===== config.mk =====
export PLATFORM = sky130hd
export DESIGN_NAME = alu_flag_unit
export DESIGN_NICKNAME = d
export VERILOG_FILES = /design/src/rtl/alu_flag_pkg.sv /design/src/rtl/alu_ctrl.sv /design/src/rtl/alu_dpath.sv /design/src/rtl/alu_cond_eval.sv /design/src/rtl/alu_flag_unit.sv
export SDC_FILE = /design/constraint.sdc
export NUM_CORES = 1
export LEC_CHECK = 0
export BUFFER_PORTS_ARGS = -buffer_cell sky130_fd_sc_hd__buf_2
export CAP_MARGIN = 20
export CORE_ASPECT_RATIO = 0.75
export CORE_MARGIN = 8
export CORE_UTILIZATION = 25
export DETAILED_ROUTE_END_ITERATION = 10
export GPL_TIMING_DRIVEN = 1
export SYNTH_ARGS = -nofsm -noshare
export SYNTH_HDL_FRONTEND = slang
export SYNTH_HIERARCHICAL = 1
export SYNTH_SLANG_ARGS = --single-unit

===== constraint.sdc =====
create_clock -name clk -period 4.7 [get_ports clk]
set_clock_uncertainty 0.15 [all_clocks]
set_input_delay 0.235 -clock clk [delete_from_list [all_inputs] [get_ports clk]]
set_output_delay 0.235 -clock clk [all_outputs]
set_load 0.005 [all_outputs]

===== src/rtl/alu_flag_pkg.sv =====
package alu_flag_pkg;

  localparam logic [3:0] OP_AND = 4'h0;
  localparam logic [3:0] OP_OR  = 4'h1;
  localparam logic [3:0] OP_ADD = 4'h2;
  localparam logic [3:0] OP_SUB = 4'h3;
  localparam logic [3:0] OP_INC = 4'h4;
  localparam logic [3:0] OP_DEC = 4'h5;
  localparam logic [3:0] OP_CMP = 4'h8;

  localparam logic [3:0] CC_ALWAYS = 4'd0;
  localparam logic [3:0] CC_ZERO   = 4'd1;
  localparam logic [3:0] CC_NEG    = 4'd2;
  localparam logic [3:0] CC_CARRY  = 4'd3;
  localparam logic [3:0] CC_UGT    = 4'd4;
  localparam logic [3:0] CC_ULT    = 4'd5;
  localparam logic [3:0] CC_UGE    = 4'd6;
  localparam logic [3:0] CC_ULE    = 4'd7;
  localparam logic [3:0] CC_EQ     = 4'd8;
  localparam logic [3:0] CC_SGT    = 4'd12;
  localparam logic [3:0] CC_SLT    = 4'd13;
  localparam logic [3:0] CC_SGE    = 4'd14;
  localparam logic [3:0] CC_SLE    = 4'd15;

  // strobes from control to datapath
  typedef struct packed {
    logic useLogic;   // select bitwise unit instead of adder
    logic logicOr;    // OR instead of AND
    logic bConstOne;  // second adder input is constant one
    logic bInvert;    // invert second adder input
    logic carryIn;    // adder carry in
    logic carryFlip;  // report inverted carry out (borrow style)
    logic writeRes;   // result goes out for writeback
    logic setFlags;   // load flag register
  } aluStrobe_t;

  // stored flags, bit0 zero .. bit3 overflow
  typedef struct packed {
    logic ovf;
    logic carry;
    logic neg;
    logic zero;
  } aluFlags_t;

endpackage


===== src/rtl/alu_ctrl.sv =====
module alu_ctrl
  import alu_flag_pkg::*;
(
  input  logic       opValid,
  input  logic [3:0] opCode,
  output aluStrobe_t strb
);

  logic known;

  always_comb begin
    strb  = '0;
    known = 1'b1;
    case (opCode)
      OP_AND: strb.useLogic = 1'b1;
      OP_OR: begin
        strb.useLogic = 1'b1;
        strb.logicOr  = 1'b1;
      end
      OP_ADD: ;
      OP_SUB, OP_CMP: begin
        strb.bInvert = 1'b1;
        strb.carryIn = 1'b1;
      end
      OP_INC: strb.bConstOne = 1'b1;
      OP_DEC: begin
        strb.bConstOne = 1'b1;
        strb.bInvert   = 1'b1;
        strb.carryIn   = 1'b1;
        strb.carryFlip = 1'b1;
      end
      default: known = 1'b0;
    endcase
    strb.setFlags = opValid && known;
    strb.writeRes = opValid && known && (opCode != OP_CMP);
  end

endmodule


===== src/rtl/alu_dpath.sv =====
module alu_dpath
  import alu_flag_pkg::*;
#(
  parameter int W = 8
) (
  input  logic         clk,
  input  logic         rstN,
  input  aluStrobe_t   strb,
  input  logic [W-1:0] a,
  input  logic [W-1:0] b,
  output logic [W-1:0] result,
  output aluFlags_t    flagsQ
);

  localparam int MSB = W - 1;

  logic [W-1:0] bSrc;
  logic [W-1:0] bEff;
  logic [W-1:0] sum;
  logic         cOut;
  logic [W-1:0] logicRes;
  logic [W-1:0] core;
  aluFlags_t    flagsD;

  always_comb begin
    bSrc          = strb.bConstOne ? W'(1) : b;
    bEff          = strb.bInvert ? ~bSrc : bSrc;
    {cOut, sum}   = {1'b0, a} + {1'b0, bEff} + (W+1)'(strb.carryIn);
    logicRes      = strb.logicOr ? (a | b) : (a & b);
    core          = strb.useLogic ? logicRes : sum;
    flagsD.zero   = (core == '0);
    flagsD.neg    = core[MSB];
    flagsD.carry  = strb.useLogic ? 1'b0 : (cOut ^ strb.carryFlip);
    flagsD.ovf    = strb.useLogic ? 1'b0 :
                    ((a[MSB] == bEff[MSB]) && (sum[MSB] != a[MSB]));
    result        = strb.writeRes ? core : '0;
  end

  always_ff @(posedge clk) begin
    if (!rstN)             flagsQ <= '0;
    else if (strb.setFlags) flagsQ <= flagsD;
  end

  AST_ZERO_TRACK: assert property (@(posedge clk) disable iff (!rstN)
    strb.setFlags |=> flagsQ.zero == ($past(core) == '0));
  AST_NEG_TRACK: assert property (@(posedge clk) disable iff (!rstN)
    strb.setFlags |=> flagsQ.neg == $past(core[MSB]));
  AST_LOGIC_CLEARS: assert property (@(posedge clk) disable iff (!rstN)
    (strb.setFlags && strb.useLogic) |=> (!flagsQ.carry && !flagsQ.ovf));
  AST_FLAGS_HOLD: assert property (@(posedge clk) disable iff (!rstN)
    !strb.setFlags |=> $stable(flagsQ));

endmodule


===== src/rtl/alu_cond_eval.sv =====
module alu_cond_eval
  import alu_flag_pkg::*;
(
  input  aluFlags_t  flg,
  input  logic [3:0] condCode,
  output logic       take
);

  logic sLess;

  always_comb begin
    sLess = flg.neg ^ flg.ovf;
    case (condCode)
      CC_ALWAYS: take = 1'b1;
      CC_ZERO:   take = flg.zero;
      CC_NEG:    take = flg.neg;
      CC_CARRY:  take = flg.carry;
      CC_UGT:    take = flg.carry && !flg.zero;
      CC_ULT:    take = !flg.carry;
      CC_UGE:    take = flg.carry;
      CC_ULE:    take = !flg.carry || flg.zero;
      CC_EQ:     take = flg.zero;
      CC_SGT:    take = !sLess && !flg.zero;
      CC_SLT:    take = sLess;
      CC_SGE:    take = !sLess;
      CC_SLE:    take = sLess || flg.zero;
      default:   take = 1'b0;
    endcase
  end

endmodule


===== src/rtl/alu_flag_unit.sv =====
module alu_flag_unit
  import alu_flag_pkg::*;
#(
  parameter int W = 8
) (
  input  logic         clk,
  input  logic         rstN,
  input  logic         opValid,
  input  logic [3:0]   opCode,
  input  logic [W-1:0] opA,
  input  logic [W-1:0] opB,
  input  logic [3:0]   condCode,
  output logic [W-1:0] resOut,
  output logic         resWrite,
  output logic [3:0]   flagsOut,
  output logic         takeBranch
);

  aluStrobe_t strb;
  aluFlags_t  flagsQ;

  alu_ctrl uCtrl (
    .opValid (opValid),
    .opCode  (opCode),
    .strb    (strb)
  );

  alu_dpath #(.W(W)) uDpath (
    .clk    (clk),
    .rstN   (rstN),
    .strb   (strb),
    .a      (opA),
    .b      (opB),
    .result (resOut),
    .flagsQ (flagsQ)
  );

  alu_cond_eval uCond (
    .flg      (flagsQ),
    .condCode (condCode),
    .take     (takeBranch)
  );

  assign resWrite = strb.writeRes;
  assign flagsOut = flagsQ;

  AST_CMP_NO_WRITE: assert property (@(posedge clk) disable iff (!rstN)
    (opValid && opCode == OP_CMP) |-> !resWrite);
  AST_IDLE_RESULT_ZERO: assert property (@(posedge clk) disable iff (!rstN)
    !resWrite |-> (resOut == '0));
  AST_ALWAYS_TAKEN: assert property (@(posedge clk) disable iff (!rstN)
    (condCode == CC_ALWAYS) |-> takeBranch);
  AST_UNUSED_NOT_TAKEN: assert property (@(posedge clk) disable iff (!rstN)
    (condCode inside {4'd9, 4'd10, 4'd11}) |-> !takeBranch);

endmodule


==> flow_summary.json, run 1 <==
{
  "top_regs": "uDpath/flagsQ x4",
  "ys_seq_area_share_pct": 7.002,
  "cts-root-buf": "clkbuf_8",
  "first_pass_iters": 4,
  "synthArstFlopShare_pct": 0,
  "setup_viol": 0,
  "syn-mean-instance-area_um2": 7.426,
  "largest_register_ffs": 4,
  "fin_worst_hold_slack_ns": 0.1949,
  "crit_path_cell_trace": "buf_2, nor3b_2, nor2_1, xor2_1, fa_1, inv_1, fa_1, a21oi_1, or4b_2, nand3_1, and2_1, buf_2",
  "vdd_drop_max_v": 0.00008243,
  "synthesis.instances": 154,
  "wl_per_cell_um": 14.22,
  "die_h_um": 74.58,
  "clock_latency_ns": 0.22,
  "crit_buf_inv": 3,
  "remaining_drc_errors": 0,
  "fin_crit_ns": 3.367,
  "vias": 1278,
  "ant_nets": 0,
  "dp_slack_ns": 1.347,
  "crit_path_top_delay_cell": "or4b_2",
  "path_delay_family": "simple AND/OR/NAND/NOR gates",
  "num_antenna_cells": 0,
  "crit_path_start_kind": "input pin",
  "min_period_over_period_pct": 71.65,
  "dp_hpwl_um": 2890,
  "numPortBuffers": 40,
  "n_fill_cell": 472,
  "tightestPinTransition_ns": 0.9631,
  "overflow": 0,
  "largest_register": "uDpath/flagsQ",
  "cellPowerDensity_mw_per_mm2": 213.3,
  "p_leak_nw": 0.6365,
  "max_stage_delay_ns": 0.62,
  "tns_ns": 0,
  "maxSlewViolCount": 0,
  "max_freq_mhz": 297.0,
  "syn-num-nets": 190,
  "cts.clk_slew.worst_paths_ns": 0.03,
  "synth_edf_count": 0,
  "dieArea_mm2": 0.007017,
  "rows": 21,
  "rsz0062_at_grt": "false",
  "critPathArrivalTime_ns": 2.98,
  "crit_path_end_kind": "output pin",
  "start_util_pct": 25.75,
  "synth_ff_type": "dfxtp_1",
  "nNetsFinal": 230,
  "yosysWarnings": 6,
  "grt_max_degree": 22,
  "chipWidth_um": 94.10,
  "grt_pass1_wl_um": 5685,
  "finalPower_w": 0.0003056,
  "cts_max_level": 1,
  "cts_resized": 0,
  "final-seq-area_um2": 80.08,
  "pin_count": 41,
  "ys_types": 53,
  "ys_ff_latch": 4,
  "grt_pass1_vias": 1216,
  "wirelength_um": 3541,
  "cts_made_buffers": 3,
  "post-cts-setup-buffers": 0,
  "layout-drive-gt1-share_pct": 28.65,
  "timing.final.hold_violations": 0,
  "max_slew_margin_pct": 35.40,
  "outcome": "complete, no violations",
  "worst-setup-path-type": "in2out",
  "track_usage_pct": 9.930,
  "clock_path_buffers": 2,
  "vias_per_cell": 5.133,
  "crit_path_max_fanout": 9,
  "setup_ws_ns": 1.333,
  "core_mm2": 0.004441,
  "cts_tree": "yes",
  "syn2layout_area_growth_pct": 25.27,
  "cts_hold_buf": 0,
  "grt_antenna_before_repair": 0,
  "routabilityCongestion": 0.7701,
  "multi_input_area_um2": 991.0,
  "crit_required_ns": 4.32,
  "maxCapViolations": 0,
  "drt-initial-drc-count": 116,
  "cts_sinks": 4,
  "hold_path_class": "in2reg",
  "synth_area_mm2": 0.001144
}
[cell usage in the layout (no fill, tap or decap), drive strengths merged, types with 2 or more instances in the layout]
cell type  synthesis  layout
dfxtp              4       4
nor2               8       8
buf                5      41
clkbuf             1       3
ha                 7       7
o21ai              8       8
a211oi             3       3
nor2b              7       7
o22ai              2       2
xor2               6       6
o31ai              2       2
mux2i              2       2
nand3              4       4
fa                 2       2
nor3b              3       3
nand2              5       5
nand2b            11      11
o31a               2       2
nor4b              2       2
a22o               2       2
inv               11      11
nand4              3       3
a21oi             13      13
o21a               2       2
nor3               5       5
and2               5       5
xnor2              7       7
o211ai             2       2
maj3               4       4
[layout make-up]
type                            instances  area share [%]
Clock buffer                            3           2.882
Inverter                               11           2.882
Multi-Input combinational cell        133           69.17
Sequential cell                         4           5.590
Tap cell                               57           4.978
Timing Repair Buffer                   41           14.50
[report_power, final]
part	internal, W	switching, W
Sequential	0.0000362	0.00000239
Combinational	0.0000872	0.000107
Clock	0.0000547	0.0000187
Total	0.000178	0.000128
[stage by stage]
step           utilization (%)  instance area, µm²  cells
3_5_place_dp             31.33                1391    246
4_1_cts                  32.26                1433    249
2_1_floorplan                -                1144    154
6_report                 32.26                1433    249
3_3_place_gp             31.33                1391    246
5_1_grt                  32.26                1433    249
[per-layer routing]
| metal | vias up | GRT usage, % | part of all wire (%) |
|---|---|---|---|
| met5 | - | 0 | 0 |
| met4 | 0 | 1.926 | 0.73 |
| met3 | 4 | 1.714 | 4.3 |
| met2 | 40 | 15.49 | 44 |
| met1 | 593 | 13.88 | 51 |
| li1 | 641 | - | - |
[worst register-to-register path, stage by stage (launching register included)]
cell,delay [ns]
dfxtp_1,0.40
o21ai_0,0.09
o21ba_2,0.22
[kinds of logic (layout without fill, tap and decap cells)]
group / Yosys count / count (layout) / synth area share [%]
AOI/OAI and AO/OA: 47 / 47 / 29.54
xor gates and xnor gates: 13 / 13 / 9.956
adders and majority gates: 13 / 13 / 14.66
buffers and inverters: 17 / 55 / 6.346
DFF: 4 / 4 / 7.002
muxes: 2 / 2 / 1.751
and+or+nand+nor: 58 / 58 / 30.75
[worst paths after layout]
| path | endpoint | slack, ns | cells after the start | from |
|---|---|---|---|---|
| max | resOut[4] | 1.33 | 12 | opCode[1] |
| min | uDpath/flagsQ[3] | 0.19 | 2 | rstN |
| max reg2reg | uDpath/flagsQ[1] | 3.78 | 2 | uDpath/flagsQ[1] |
| min reg2reg | uDpath/flagsQ[0] | 0.35 | 2 | uDpath/flagsQ[0] |
[Yosys cell counts, types with 3 or more instances]
master,n,area [µm²]
nor3_1,3,15.01
xor2_1,6,52.55
ha_1,7,87.58
dfxtp_1,4,80.08
nand4_1,3,18.77
maj3_1,4,40.04
nand3_1,4,20.02
nand2_1,5,18.77
and2_1,5,31.28
inv_1,11,41.29
nor2_1,8,30.03
a21oi_1,13,65.06
nand2b_1,11,68.82
o21ai_0,7,35.03
buf_2,4,20.02
xnor2_1,7,61.31
nor2b_1,7,43.79
Power figures use the tool's default switching activity.
==> inputs of run 2 (changes only) <==
Settings changed: ABC_AREA from default to 1.
Clock period 4.7 ns to 3.5 ns, I/O delays scaled along.
==> run 2 against run 1 <==
  * Sequential cell count is the same
  * Hold slack lost 0.14 ns
  * Sequential power grew 33%
  * Core utilization shrank 0.32 points
  * First-iteration DRC count shrank 12%
  * Global-route usage is essentially flat
  * Wire length grew 9.6%
  * Sequential share of layout area shrank 0.47 points
  * Register-to-register slack lost 1.1 ns
  * Largest power group unchanged
==> flow_summary.json, run 2 <==
{
  "syn-mean-instance-area_um2": 5.352,
  "ys_seq_area_share_pct": 6.287,
  "synthArstFlopShare_pct": 0,
  "layout_commonest_cell": "nand2_1",
  "synth_ff_type": "dfxtp_1",
  "hp-start": "rstN",
  "max_stage_delay_ns": 0.37,
  "ys_types": 27,
  "crit_top_cell": "nand3_1",
  "synth_area_mm2": 0.001274,
  "rr_worst_depth": 2,
  "track_usage_pct": 9.950,
  "crit_path_max_fanout": 9,
  "vias_per_cell": 4.441,
  "first_pass_iters": 4,
  "dieArea_mm2": 0.007659,
  "cp_num_cells": 15,
  "rsz0062_at_grt": "false",
  "start_util_pct": 26.00,
  "grt_pass1_vias": 1422,
  "synthMostInstantiatedCell": "nand2_1",
  "die_h_um": 77.82,
  "final-seq-area_um2": 80.08,
  "dpl.cell_count": 335,
  "routabilityCongestion": 0.8846,
  "synth_top_area_cell": "nand2_1",
  "grt_max_degree": 14,
  "timing.final.hold_violations": 0,
  "outcome": "complete, no violations",
  "cts.clk_slew.worst_paths_ns": 0.03,
  "min_to": "uDpath/flagsQ[1]",
  "cts_sinks": 4,
  "synthesis.instances": 238,
  "cts_tree": "yes",
  "synth_top_area_share_pct": 21.22,
  "drt-initial-drc-count": 102,
  "pin_count": 41,
  "p_leak_nw": 0.9631,
  "cellPowerDensity_mw_per_mm2": 263.9,
  "yosysWarnings": 6,
  "r2r-end": "uDpath/flagsQ[2]",
  "rr_startpoint": "uDpath/flagsQ[2]",
  "synth_commonest_cells": "nand2_1 (72), inv_1 (45), nor2_1 (24)",
  "nNetsFinal": 316,
  "ant_nets": 0,
  "critPathArrivalTime_ns": 2.74,
  "grt_antenna_before_repair": 0,
  "cts_made_buffers": 3,
  "syn2layout_area_growth_pct": 22.89,
  "grt_pass1_wl_um": 6534,
  "rrSetupSlack_ns": 2.68,
  "placed_area_mm2": 0.001524,
  "path_delay_family": "simple AND/OR/NAND/NOR gates",
  "layout-drive-gt1-share_pct": 23.02,
  "finalInstanceArea_mm2": 0.001565,
  "synth_edf_count": 0,
  "largest_register_ffs": 4,
  "holdPathStages": 3,
  "post-cts-setup-buffers": 0,
  "crit_path_top_delay_cell": "nand3_1",
  "overflow": 0,
  "tightestPinTransition_ns": 0.4867,
  "finalPower_w": 0.0004131,
  "crit_buf_inv": 3,
  "max_freq_mhz": 326.5,
  "vias": 1501,
  "core_mm2": 0.004900,
  "syn-num-nets": 274,
  "synth.area.top_cells": "nand2_1 (21%), inv_1 (13%), nand3_1 (7.9%)",
  "vdd_drop_max_v": 0.00008787,
  "cts_resized": 0,
  "cts_max_level": 1,
  "hold_path_class": "in2reg",
  "maxCapViolations": 0,
  "clock_latency_ns": 0.22,
  "fin_worst_hold_slack_ns": 0.05520,
  "maxSlewViolCount": 0,
  "n_fill_cell": 551,
  "wirelength_um": 3882,
  "fin_crit_ns": 3.063,
  "dp_hpwl_um": 3249,
  "multi_input_area_um2": 973.4,
  "tns_ns": 0,
  "crit_path_cell_trace": "buf_2, nor2_2, nand3_1, nand3_1, xor2_1, fa_1, inv_1, fa_1, nand2_2, nand2_2, nand3b_1, nand3_1, nand3_2, a21oi_1, buf_2",
  "remaining_drc_errors": 0,
  "top_regs": "uDpath/flagsQ x4",
  "num_antenna_cells": 0,
  "rows": 22,
  "wl_per_cell_um": 11.49,
  "clock_path_buffers": 2,
  "min_period_over_period_pct": 87.50,
  "cts_hold_buf": 0,
  "worst-setup-path-type": "in2out",
  "cts-root-buf": "clkbuf_8",
  "max_slew_margin_pct": 67.46,
  "ys_ff_latch": 4,
  "setup_viol": 0,
  "crit_path_start_kind": "input pin",
  "mostFrequentLayoutCells": "nand2_1 (72), inv_1 (45), buf_2 (40)",
  "stdcell_count": 338,
  "crit_required_ns": 3.17,
  "largest_register": "uDpath/flagsQ",
  "chipWidth_um": 98.42,
  "numPortBuffers": 40,
  "crit_path_end_kind": "output pin"
}
[run 2: stage by stage]
stage / setup WS [ns] / utilization, %
2_1_floorplan: 0.8115 / -
3_3_place_gp: 0.4910 / 31.10
3_5_place_dp: 0.4180 / 31.10
4_1_cts: 0.4343 / 31.95
5_1_grt: 0.1181 / 31.95
6_report: 0.4375 / 31.95
[run 2: area by class of cell]
class / instances / share of cell area (%)
tap: 60 / 4.796
clock buffer: 3 / 2.638
inverter: 48 / 11.51
multi-input combinational: 181 / 62.19
sequential: 4 / 5.116
timing repair buffer: 42 / 13.75
[run 2: how the worst max path moves through the flow]
stage               from          endpoint
6_report       opCode[1]         resOut[6]
5_1_grt        opCode[1]         resOut[6]
4_1_cts        opCode[1]         resOut[6]
3_5_place_dp   opCode[1]  uDpath/flagsQ[0]
3_3_place_gp   opCode[1]  uDpath/flagsQ[0]
2_1_floorplan  opCode[1]  uDpath/flagsQ[0]
[run 2: cell families after synthesis]
family	synth area share (%)
AND/OR/NAND/NOR	45.68
flip-flops	6.287
AO/OA/AOI/OAI	14.54
buffers and inverters	17.29
adder cells (fa/ha/maj)	10.02
XOR/XNOR	6.189
[run 2: power by group]
group / switching (W) / internal [W] / total (W)
sequential: 0.00000284 / 0.0000485 / 0.0000513
combinational: 0.000164 / 0.000101 / 0.000265
clock: 0.0000234 / 0.0000733 / 0.0000967
total: 0.000190 / 0.000223 / 0.000413
[run 2: worst min-delay path, delay by kind of cell]
kind	cells	cell delay, ns
compound gates	1	0.08
buf+inv	2	0.14
[run 2: per-layer routing]
metal  vias to the layer above  part of all wire, %  global-route usage, %
met1                       651                   49                  13.59
met5                         -                    0                      0
met3                         0                  6.1                  1.693
met4                         0                    0                  2.137
li1                        814                    -                      -
met2                        36                   45                  15.92
